## config.mk

```make
export PLATFORM = sky130hd
export DESIGN_NAME = sysint_rst_regs
export DESIGN_NICKNAME = d
export VERILOG_FILES = /design/src/rtl/sysint_rst_pkg.sv /design/src/rtl/sysint_sync.sv /design/src/rtl/sysint_addr_dec.sv /design/src/rtl/sysint_cause_reg.sv /design/src/rtl/sysint_scratch_bank.sv /design/src/rtl/sysint_rd_port.sv /design/src/rtl/sysint_rst_regs.sv
export SDC_FILE = /design/constraint.sdc
export NUM_CORES = 1
export LEC_CHECK = 0
export ABC_AREA = 1
export CAP_MARGIN = 15
export CORE_MARGIN = 2
export CORE_UTILIZATION = 51
export DETAILED_ROUTE_END_ITERATION = 7
export HOLD_SLACK_MARGIN = 0.15
export PLACE_DENSITY = 0.78
export SYNTH_ARGS = -nofsm -noshare
export SYNTH_HDL_FRONTEND = slang
export SYNTH_SLANG_ARGS = --single-unit
export TNS_END_PERCENT = 30
```

## constraint.sdc

```tcl
create_clock -name clk -period 1.7 [get_ports clk]
set_input_delay 0.425 -clock clk [delete_from_list [all_inputs] [get_ports clk]]
set_output_delay 0.425 -clock clk [all_outputs]
set_load 0.02 [all_outputs]
```

## src/rtl/sysint_rst_pkg.sv

```systemverilog
// Package: shared constants and types for the reset-cause register block.
// Assumes a word-addressed bus; bit positions here are decoded by software.
package sysint_rst_pkg;

    // Status word bit positions
    localparam int POR_BIT = 2;
    localparam int EXT_BIT = 3;
    localparam int SW_BIT  = 4;
    localparam int WDT_BIT = 5;

    // Fixed word offsets; ID words follow the scratch bank
    localparam int OFS_STATUS   = 1;
    localparam int OFS_SCRATCH0 = 2;

    // Cause flags, one bit per reset source
    typedef struct packed {
        logic wdt;
        logic sw;
        logic ext;
        logic por;
    } cause_t;

    // One-hot register select produced by the address decoder
    typedef struct packed {
        logic status;
        logic scratch;
        logic id_hi;
        logic id_lo;
    } hit_t;

endpackage

```

## src/rtl/sysint_sync.sv

```systemverilog
// Module: multi-flop synchronizer for a single asynchronous level.
// Assumes the input is a slow level (reset pin) so no pulse stretching is needed.
module sysint_sync #(
    parameter int STAGES = 2
) (
    input  logic clk,
    input  logic rst_n,
    input  logic d,
    output logic q
);

    logic [STAGES-1:0] chain_q;

    // Shift the raw level through the flop chain
    always_ff @(posedge clk) begin
        if (!rst_n) begin
            chain_q <= '0;
        end else begin
            chain_q <= {chain_q[STAGES-2:0], d};
        end
    end

    assign q = chain_q[STAGES-1];

endmodule

```

## src/rtl/sysint_addr_dec.sv

```systemverilog
// Module: decodes a word offset into register selects and a scratch index.
// Assumes the ID words sit right after the last scratch word.
module sysint_addr_dec
    import sysint_rst_pkg::*;
#(
    parameter int ADDR_W      = 4,
    parameter int NUM_SCRATCH = 4,
    parameter int IDX_W       = 2
) (
    input  logic [ADDR_W-1:0] addr,
    output hit_t              hit,
    output logic [IDX_W-1:0]  scratch_idx
);

    localparam int OFS_ID_HI = OFS_SCRATCH0 + NUM_SCRATCH;
    localparam int OFS_ID_LO = OFS_ID_HI + 1;

    // Compare the offset against each mapped range
    always_comb begin
        int a;
        a             = int'(addr);
        hit.status    = (a == OFS_STATUS);
        hit.scratch   = (a >= OFS_SCRATCH0) && (a < OFS_SCRATCH0 + NUM_SCRATCH);
        hit.id_hi     = (a == OFS_ID_HI);
        hit.id_lo     = (a == OFS_ID_LO);
        scratch_idx   = IDX_W'(a - OFS_SCRATCH0);
    end

endmodule

```

## src/rtl/sysint_cause_reg.sv

```systemverilog
// Module: holds the reset-cause flags.
// Power-on sets only the POR flag; any active warm request rebuilds the
// flags from the requests; otherwise software may clear flags by mask.
module sysint_cause_reg
    import sysint_rst_pkg::*;
(
    input  logic   clk,
    input  logic   por_n,
    input  logic   ext_req,
    input  logic   sw_req,
    input  logic   wdt_req,
    input  logic   clr_en,
    input  cause_t clr_mask,
    output cause_t flags,
    output logic   sys_req
);

    assign sys_req = ext_req | sw_req | wdt_req;

    // Update the flags: power-on, then warm reset, then write-one-to-clear
    always_ff @(posedge clk) begin
        if (!por_n) begin
            flags <= '{wdt: 1'b0, sw: 1'b0, ext: 1'b0, por: 1'b1};
        end else if (sys_req) begin
            flags <= '{wdt: wdt_req, sw: sw_req, ext: ext_req, por: 1'b0};
        end else if (clr_en) begin
            flags <= flags & ~clr_mask;
        end
    end

endmodule

```

## src/rtl/sysint_scratch_bank.sv

```systemverilog
// Module: bank of software scratch words cleared only by power-on reset.
// Assumes the caller has already blocked writes during warm resets.
module sysint_scratch_bank #(
    parameter int DATA_W      = 16,
    parameter int NUM_SCRATCH = 4,
    parameter int IDX_W       = 2
) (
    input  logic                          clk,
    input  logic                          por_n,
    input  logic                          wr_en,
    input  logic [IDX_W-1:0]              wr_idx,
    input  logic [DATA_W-1:0]             wr_data,
    output logic [NUM_SCRATCH*DATA_W-1:0] words
);

    for (genvar gi = 0; gi < NUM_SCRATCH; gi++) begin : g_word
        logic [DATA_W-1:0] word_q;

        // Store one scratch word when it is addressed
        always_ff @(posedge clk) begin
            if (!por_n) begin
                word_q <= '0;
            end else if (wr_en && (int'(wr_idx) == gi)) begin
                word_q <= wr_data;
            end
        end

        assign words[gi*DATA_W +: DATA_W] = word_q;
    end

endmodule

```

## src/rtl/sysint_rd_port.sv

```systemverilog
// Module: selects the addressed word and registers it onto the read bus.
// Assumes at most one select in hit is set; no select gives zero.
module sysint_rd_port
    import sysint_rst_pkg::*;
#(
    parameter int DATA_W      = 16,
    parameter int NUM_SCRATCH = 4,
    parameter int IDX_W       = 2,
    parameter logic [DATA_W-1:0] ID_HI = 'h01F2,
    parameter logic [DATA_W-1:0] ID_LO = 'h401D
) (
    input  logic                          clk,
    input  logic                          por_n,
    input  logic                          rd_en,
    input  hit_t                          hit,
    input  logic [IDX_W-1:0]              scratch_idx,
    input  cause_t                        flags,
    input  logic [NUM_SCRATCH*DATA_W-1:0] words,
    output logic [DATA_W-1:0]             rd_data
);

    logic [DATA_W-1:0] status_word;
    logic [DATA_W-1:0] mux_word;

    // Place the cause flags at their bit positions, all other bits zero
    always_comb begin
        status_word          = '0;
        status_word[POR_BIT] = flags.por;
        status_word[EXT_BIT] = flags.ext;
        status_word[SW_BIT]  = flags.sw;
        status_word[WDT_BIT] = flags.wdt;
    end

    // Pick the addressed word
    always_comb begin
        mux_word = '0;
        if (hit.status) begin
            mux_word = status_word;
        end else if (hit.scratch) begin
            mux_word = words[int'(scratch_idx)*DATA_W +: DATA_W];
        end else if (hit.id_hi) begin
            mux_word = ID_HI;
        end else if (hit.id_lo) begin
            mux_word = ID_LO;
        end
    end

    // Register the read data; hold it when no read is requested
    always_ff @(posedge clk) begin
        if (!por_n) begin
            rd_data <= '0;
        end else if (rd_en) begin
            rd_data <= mux_word;
        end
    end

endmodule

```

## src/rtl/sysint_rst_regs.sv

```systemverilog
// Module: top of the reset-cause, scratch and ID register block.
// Assumes a single-cycle synchronous bus; por_n is the only reset of this logic.
module sysint_rst_regs
    import sysint_rst_pkg::*;
#(
    parameter int DATA_W      = 16,
    parameter int ADDR_W      = 4,
    parameter int NUM_SCRATCH = 4,
    parameter int SYNC_STAGES = 2,
    parameter logic [DATA_W-1:0] ID_HI = 'h01F2,
    parameter logic [DATA_W-1:0] ID_LO = 'h401D
) (
    input  logic              clk,
    input  logic              por_n,
    input  logic              ext_rst_pin,
    input  logic              sw_rst_req,
    input  logic              wdt_rst_req,
    input  logic [ADDR_W-1:0] addr,
    input  logic              rd_en,
    input  logic              wr_en,
    input  logic [DATA_W-1:0] wr_data,
    output logic [DATA_W-1:0] rd_data
);

    localparam int IDX_W = (NUM_SCRATCH > 1) ? $clog2(NUM_SCRATCH) : 1;

    logic                          ext_sync;
    logic                          sys_req;
    logic                          wr_ok;
    hit_t                          hit;
    logic [IDX_W-1:0]              scratch_idx;
    cause_t                        flags;
    cause_t                        clr_mask;
    logic [NUM_SCRATCH*DATA_W-1:0] scratch_words;

    sysint_sync #(
        .STAGES (SYNC_STAGES)
    ) u_pin_sync (
        .clk   (clk),
        .rst_n (por_n),
        .d     (ext_rst_pin),
        .q     (ext_sync)
    );

    sysint_addr_dec #(
        .ADDR_W      (ADDR_W),
        .NUM_SCRATCH (NUM_SCRATCH),
        .IDX_W       (IDX_W)
    ) u_dec (
        .addr        (addr),
        .hit         (hit),
        .scratch_idx (scratch_idx)
    );

    // Writes are accepted only outside a warm reset
    assign wr_ok = wr_en && !sys_req;

    // Map write data bits onto the flag clear mask
    always_comb begin
        clr_mask.por = wr_data[POR_BIT];
        clr_mask.ext = wr_data[EXT_BIT];
        clr_mask.sw  = wr_data[SW_BIT];
        clr_mask.wdt = wr_data[WDT_BIT];
    end

    sysint_cause_reg u_cause (
        .clk      (clk),
        .por_n    (por_n),
        .ext_req  (ext_sync),
        .sw_req   (sw_rst_req),
        .wdt_req  (wdt_rst_req),
        .clr_en   (wr_ok && hit.status),
        .clr_mask (clr_mask),
        .flags    (flags),
        .sys_req  (sys_req)
    );

    sysint_scratch_bank #(
        .DATA_W      (DATA_W),
        .NUM_SCRATCH (NUM_SCRATCH),
        .IDX_W       (IDX_W)
    ) u_scratch (
        .clk     (clk),
        .por_n   (por_n),
        .wr_en   (wr_ok && hit.scratch),
        .wr_idx  (scratch_idx),
        .wr_data (wr_data),
        .words   (scratch_words)
    );

    sysint_rd_port #(
        .DATA_W      (DATA_W),
        .NUM_SCRATCH (NUM_SCRATCH),
        .IDX_W       (IDX_W),
        .ID_HI       (ID_HI),
        .ID_LO       (ID_LO)
    ) u_rd (
        .clk         (clk),
        .por_n       (por_n),
        .rd_en       (rd_en),
        .hit         (hit),
        .scratch_idx (scratch_idx),
        .flags       (flags),
        .words       (scratch_words),
        .rd_data     (rd_data)
    );

endmodule

```

# Yosys cells after proc, flatten, opt, wreduce, memory -nomap -nowiden
# Cells that the tools add are included.
[totals]
word_cells = 41
register_bits = 86
inputBits = 27
output_inout_bits = 16
[classes]
reduce_logical = 11
shift = 1
muxes = 6
addsub = 1
eq_ne = 6
order_cmp = 2
n_bitwise = 4
[op_table]
columns = ["op", "count"]
rows = [
  ["$shiftx A64 B7 Y16", 1],
  ["$mux W16", 3],
  ["$mux W15", 1],
  ["$eq A4 B4 Y1 const B", 2],
  ["$logic_and A1 B1 Y1", 8],
  ["$mux W4", 2],
  ["$and A4 B4 Y4", 1],
  ["$eq A2 B2 Y1 const B", 2],
  ["$eq A4 B2 Y1 const B", 1],
  ["$ge A4 B2 Y1 const B", 1],
  ["$lt A4 B3 Y1 const B", 1],
  ["$not A4 Y4", 1],
  ["$eq A2 B1 Y1 const B", 1],
  ["$logic_not A2 Y1", 1],
  ["$or A1 B1 Y1", 2],
  ["$reduce_bool A2 Y1", 1],
  ["$sub A2 B2 Y2 const B", 1],
  ["$logic_not A1 Y1", 1],
]

# Longest topological paths before layout
# Gate-level depths: netlist of run 1.
[depth]
word_depth = 7
depth_mapped = 10
mapped_depth_nobuf = 9

# Cells and area by module
# Synthesis of run 1 repeated with hierarchy kept, for this count alone.
[hier_totals]
cells_unflattened = 679
hier_area_um2 = 4182.8
[modules_own_cells]
columns = ["mod", "area_per_inst_um2", "cells_per_inst", "seq_area_each_um2", "n_inst"]
rows = [
  ["sysint_scratch_bank", 2652.5, 413, 1281.2, 1],
  ["sysint_rd_port", 1216.2, 214, 320.3, 1],
  ["sysint_cause_reg", 177.7, 26, 80.1, 1],
  ["sysint_addr_dec", 58.8, 14, 0.0, 1],
  ["sysint_sync", 55.1, 6, 40.0, 1],
  ["sysint_rst_regs", 22.5, 6, 0.0, 1],
]

# Worst setup path after synthesis of run 1
# Ideal clock, no wire load.
[synth_path]
path_kind = "input to register"
from = "input addr[1]"
to = "register u_scratch.g_word[2].word_q[4]"
required_time_ns = 1.587
arrival_ns = 1.473
cell_stages = 10
setup_slack_ns = 0.114
cell_sequence = "buf_4 > nand2_2 > nor2_2 > nor2_8 > inv_2 > nor2_4 > buf_6 > nand3_1 > nand2_1 > nor2_1"
[synth_via]
elab_chain_cells = 4
[synth_rtl]
columns = ["element", "line_no", "rtl"]
rows = [
  ["start: declaration", "sysint_rst_regs.sv:18", "input logic [ADDR_W-1:0] addr,"],
  ["$ge A4 B2 Y1 or $lt A4 B3 Y1 (tied branches)", "sysint_addr_dec.sv:23", "hit.scratch = (a >= OFS_SCRATCH0) && (a < OFS_SCRATCH0 + NUM_SCRATCH);"],
  ["$logic_and A1 B1 Y1", "sysint_addr_dec.sv:23", ""],
  ["$logic_and A1 B1 Y1", "sysint_rst_regs.sv:85", ".wr_en (wr_ok && hit.scratch),"],
  ["$logic_and A1 B1 Y1 (*)", "sysint_scratch_bank.sv:23", "end else if (wr_en && (int'(wr_idx) == gi)) begin"],
  ["end signal: assignment", "sysint_scratch_bank.sv:24", "word_q <= wr_data;"],
  ["end: declaration", "sysint_scratch_bank.sv:17", "logic [DATA_W-1:0] word_q;"],
]
# Mark *: on every way between the ends. The rest lies on a longest branch, timed or not.
# A chain may end at the register's enable or synchronous reset.

# Worst setup path after layout of run 1
[layout_path]
from = "input sw_rst_req"
to = "register u_scratch.g_word[0].word_q[4]"
[layout_via]
elab_chain_cells = 6
[layout_rtl]
columns = ["element", "line_no", "rtl"]
rows = [
  ["start: declaration", "sysint_rst_regs.sv:16", "input logic sw_rst_req,"],
  ["$or A1 B1 Y1 (2 in a row)", "sysint_cause_reg.sv:18", "assign sys_req = ext_req | sw_req | wdt_req;"],
  ["$logic_not A1 Y1", "sysint_rst_regs.sv:56", "assign wr_ok = wr_en && !sys_req;"],
  ["$logic_and A1 B1 Y1", "sysint_rst_regs.sv:56", ""],
  ["$logic_and A1 B1 Y1", "sysint_rst_regs.sv:85", ""],
  ["$logic_and A1 B1 Y1", "sysint_scratch_bank.sv:23", ""],
  ["end signal: assignment", "sysint_scratch_bank.sv:24", ""],
  ["end: declaration", "sysint_scratch_bank.sv:17", ""],
]
# Every way passes these cells.

==> impl_metrics.tcl, run 1 <==
set metrics [dict create \
    htree_num_levels 3 \
    syn-cell-area_um2 4050 \
    io_buffer_count 42 \
    wl_mm 10.7 \
    root_buffer "clkbuf_8" \
    ioPinCount 43 \
    critical_path_class "in2reg" \
    cts_buffers 9 \
    period_minus_slack_ns 1.61 \
    viasPerCell 5.12 \
    drt_pass1_iterations 5 \
    setup_viol 0 \
    clock_latency_ns 0.37 \
    synth-edff-count 0 \
    period_share_pct 94.9 \
    crit_path_max_fanout 8 \
    clkTransAtPathRegs_ns 0.09 \
    first_iter_violations 242 \
    startpoint_type "input port" \
    slew_violations 0 \
    fp.dieH_um 93.1 \
    r2r_cells 7 \
    grt_setup_unrepaired "yes" \
    final_cell_area_um2 5180 \
    cap_violations 0 \
    reg2reg_from "u_pin_sync.chain_q[1]" \
    power.density_nw_per_um2 802 \
    post-route-util_pct 67.0 \
    holdPathStages 2 \
    synthAdderAreaFrac_pct 0 \
    end_kind "register" \
    pre_cts_slack_ns -0.430 \
    cts_hold_buf 0 \
    area_growth_pct 28.0 \
    hold_viol_final 0 \
    min_to "u_cause.flags[0]" \
    muxShareOfSynthArea_pct 0 \
    syn-num-nets 643 \
    async_reset_ff_share_pct 0 \
    hold_path_startpoint "por_n" \
    antenna_found_initial 0 \
    ys_seq_area_share_pct 42.5 \
    ant_nets 0 \
    synthFlopType "dfxtp_1" \
    ys_types 24 \
    grt_max_degree 65 \
    initial_core_util_pct 52.4 \
    grt_pass1_wl_mm 17.8 \
    antenna_cells 0 \
    syn_inst 616 \
    synth_top_family_by_area "simple AND/OR/NAND/NOR gates" \
    max_slew_margin_pct 67.2 \
    drive_above_1_share_pct 13.3 \
    dpl_cell_area_um2 4820 \
    worstPathArrival_ns 1.92 \
    ys_warn_count 0 \
    cts_tree "built" \
    die-area_um2 8660 \
    fmax_mhz 620 \
    core_area_um2 7730 \
    grt_pass1_vias 3835 \
    synth.avg_cell_area_um2 6.57 \
    leakage_nw 2.33 \
    clock-sinks 86 \
    reg2reg_setup_slack_ns 0.24 \
    required_ns 2.01 \
    die_w_um 93.1 \
    setup_slack_ns 0.0861 \
    place_congestion 0.854 \
    clock_path_buffers 2 \
    hold_class "in2reg" \
    synth-simple-area-share_pct 44.4 \
    nNetsFinal 722 \
    ir_worst_vdd_v 0.000459 \
    grt_overflow 0 \
    synth_compound_area_share_pct 4.11 \
    finClkSkew_ns 0.0105 \
    route.detailed.drc 0 \
    outcome "finished, final reports clean" \
    wl_per_cell_um 13.4 \
    via_count 4106 \
    hpwlAfterDp_mm 7.25 \
    rows 32 \
    ys_seq_elements 86 \
    groute.usage.overall_pct 26.0 \
    synthXorXnorAreaFrac_pct 0 \
    r2r-end "u_scratch.g_word[0].word_q[4]" \
    worst_pin_slew_ns 0.491 \
]
==> worst max-delay path by stage <==
stage	start	end	slack, ns	cells past startpoint
2_1_floorplan	addr[1]	u_scratch.g_word[2].word_q[4]	0.11	10
3_5_place_dp	addr[1]	u_scratch.g_word[0].word_q[11]	-0.43	7
5_1_grt	sw_rst_req	u_scratch.g_word[0].word_q[0]	-0.01	8
3_3_place_gp	addr[1]	u_rd.rd_data[3]	-0.38	9
4_1_cts	sw_rst_req	u_scratch.g_word[3].word_q[13]	-0.005	7
6_report	sw_rst_req	u_scratch.g_word[0].word_q[4]	0.09	8
==> power breakdown <==
part           internal [mW]  total [mW]  leakage [nW]  switching, mW
Sequential              2.05        2.06         0.696         0.0153
Clock                  0.717        1.57         0.106          0.849
Combinational          0.226       0.530          1.52          0.304
Total                   2.99        4.16          2.33           1.17
==> stage by stage <==
step | TNS, ns | cells | power (mW) | hold WS (ns)
final | 0 | 802 | 4.16 | 0.327
after global routing | -0.0140 | 802 | 4.31 | 0.341
after CTS | -0.00474 | 798 | 4.15 | 0.319
after floorplan | 0 | 616 | 2.38 | 0.390
after global placement | -27.82 | 778 | 2.61 | 0.393
after detailed placement | -30.93 | 778 | 2.63 | 0.401
==> worst max-delay path, stage by stage <==
cell	delay, ns
clkdlybuf4s50_1	0.46
nor3_4	0.23
buf_4	0.16
nand3_4	0.14
nor2_4	0.17
buf_4	0.19
nor2_1	0.06
nor2_1	0.10
==> cell usage in the layout, fill, tap and decap left out, drive strengths merged <==
| master | count |
|---|---|
| nor2 | 179 |
| nand2 | 164 |
| dfxtp | 86 |
| nand3 | 71 |
| buf | 56 |
| inv | 45 |
| a21oi | 23 |
| clkdlybuf4s50 | 22 |
| dlygate4sd2 | 17 |
| clkbuf | 10 |
| nand4 | 8 |
| o21ai | 8 |
| nor3 | 4 |
| dlymetal6s2s | 2 |
| clkinv | 2 |
| o21bai | 1 |
| clkinvlp | 1 |
| bufinv | 1 |
==> Yosys cell counts, drive strengths merged (4+ instances only) <==
| cell | n | share of area (%) |
|---|---|---|
| o21ai | 8 | 1.1 |
| nor3 | 4 | 0.62 |
| buf | 26 | 4.7 |
| inv | 41 | 3.8 |
| nor2 | 179 | 18 |
| nand2 | 164 | 15 |
| dfxtp | 86 | 43 |
| a21oi | 23 | 2.8 |
| nand3 | 71 | 9.1 |
| nand4 | 8 | 1.2 |
| clkbuf | 4 | 0.37 |
==> sequential cells by signal, summed over array words and instances, names as in the netlist <==
signal                   flops
u_pin_sync.chain_q           2
u_rd.rd_data                16
u_scratch.g_word.word_q     64
u_cause.flags                4
==> routing by layer <==
layer	wire, um	vias up	global-route usage (%)	share of wire, %
met3	633	26	3.46	5.9
met5	0	-	0	0
met4	307	0	13.5	2.9
met1	4650	1886	32.8	43
met2	5150	129	43.5	48
li1	-	2065	-	-
==> what timing repair did <==
item	in CTS	in global routing
endpoints found under the setup margin	61	74
buffers inserted	4	3
endpoints found under the hold margin	0	0
gates cloned	0	1
pin swaps	2	3
gates resized for setup	18	9
==> kinds of logic (layout without fill, tap and decap cells) <==
logic type,Yosys count,count (layout)
flip-flops,86,86
buffers and inverters,72,156
AND/OR/NAND/NOR,426,426
AO/OA/AOI/OAI,32,32
==> final cells by class <==
| class | count | area (um^2) |
|---|---|---|
| fillers | 674 | 2550 |
| multi-input cells | 458 | 1980 |
| flip-flops and latches | 86 | 1720 |
| repair buffers | 98 | 978 |
| inverters | 42 | 158 |
| well taps | 102 | 128 |
| clock buffers | 9 | 124 |
| clock inverters | 7 | 88.8 |
Power figures use the tool's default switching activity.
==> inputs of run 2 (changes only) <==
Settings changed: CAP_MARGIN 15 to 25.
==> results of run 2 <==
Final layout, timing and power as in run 1 (identical DEF).
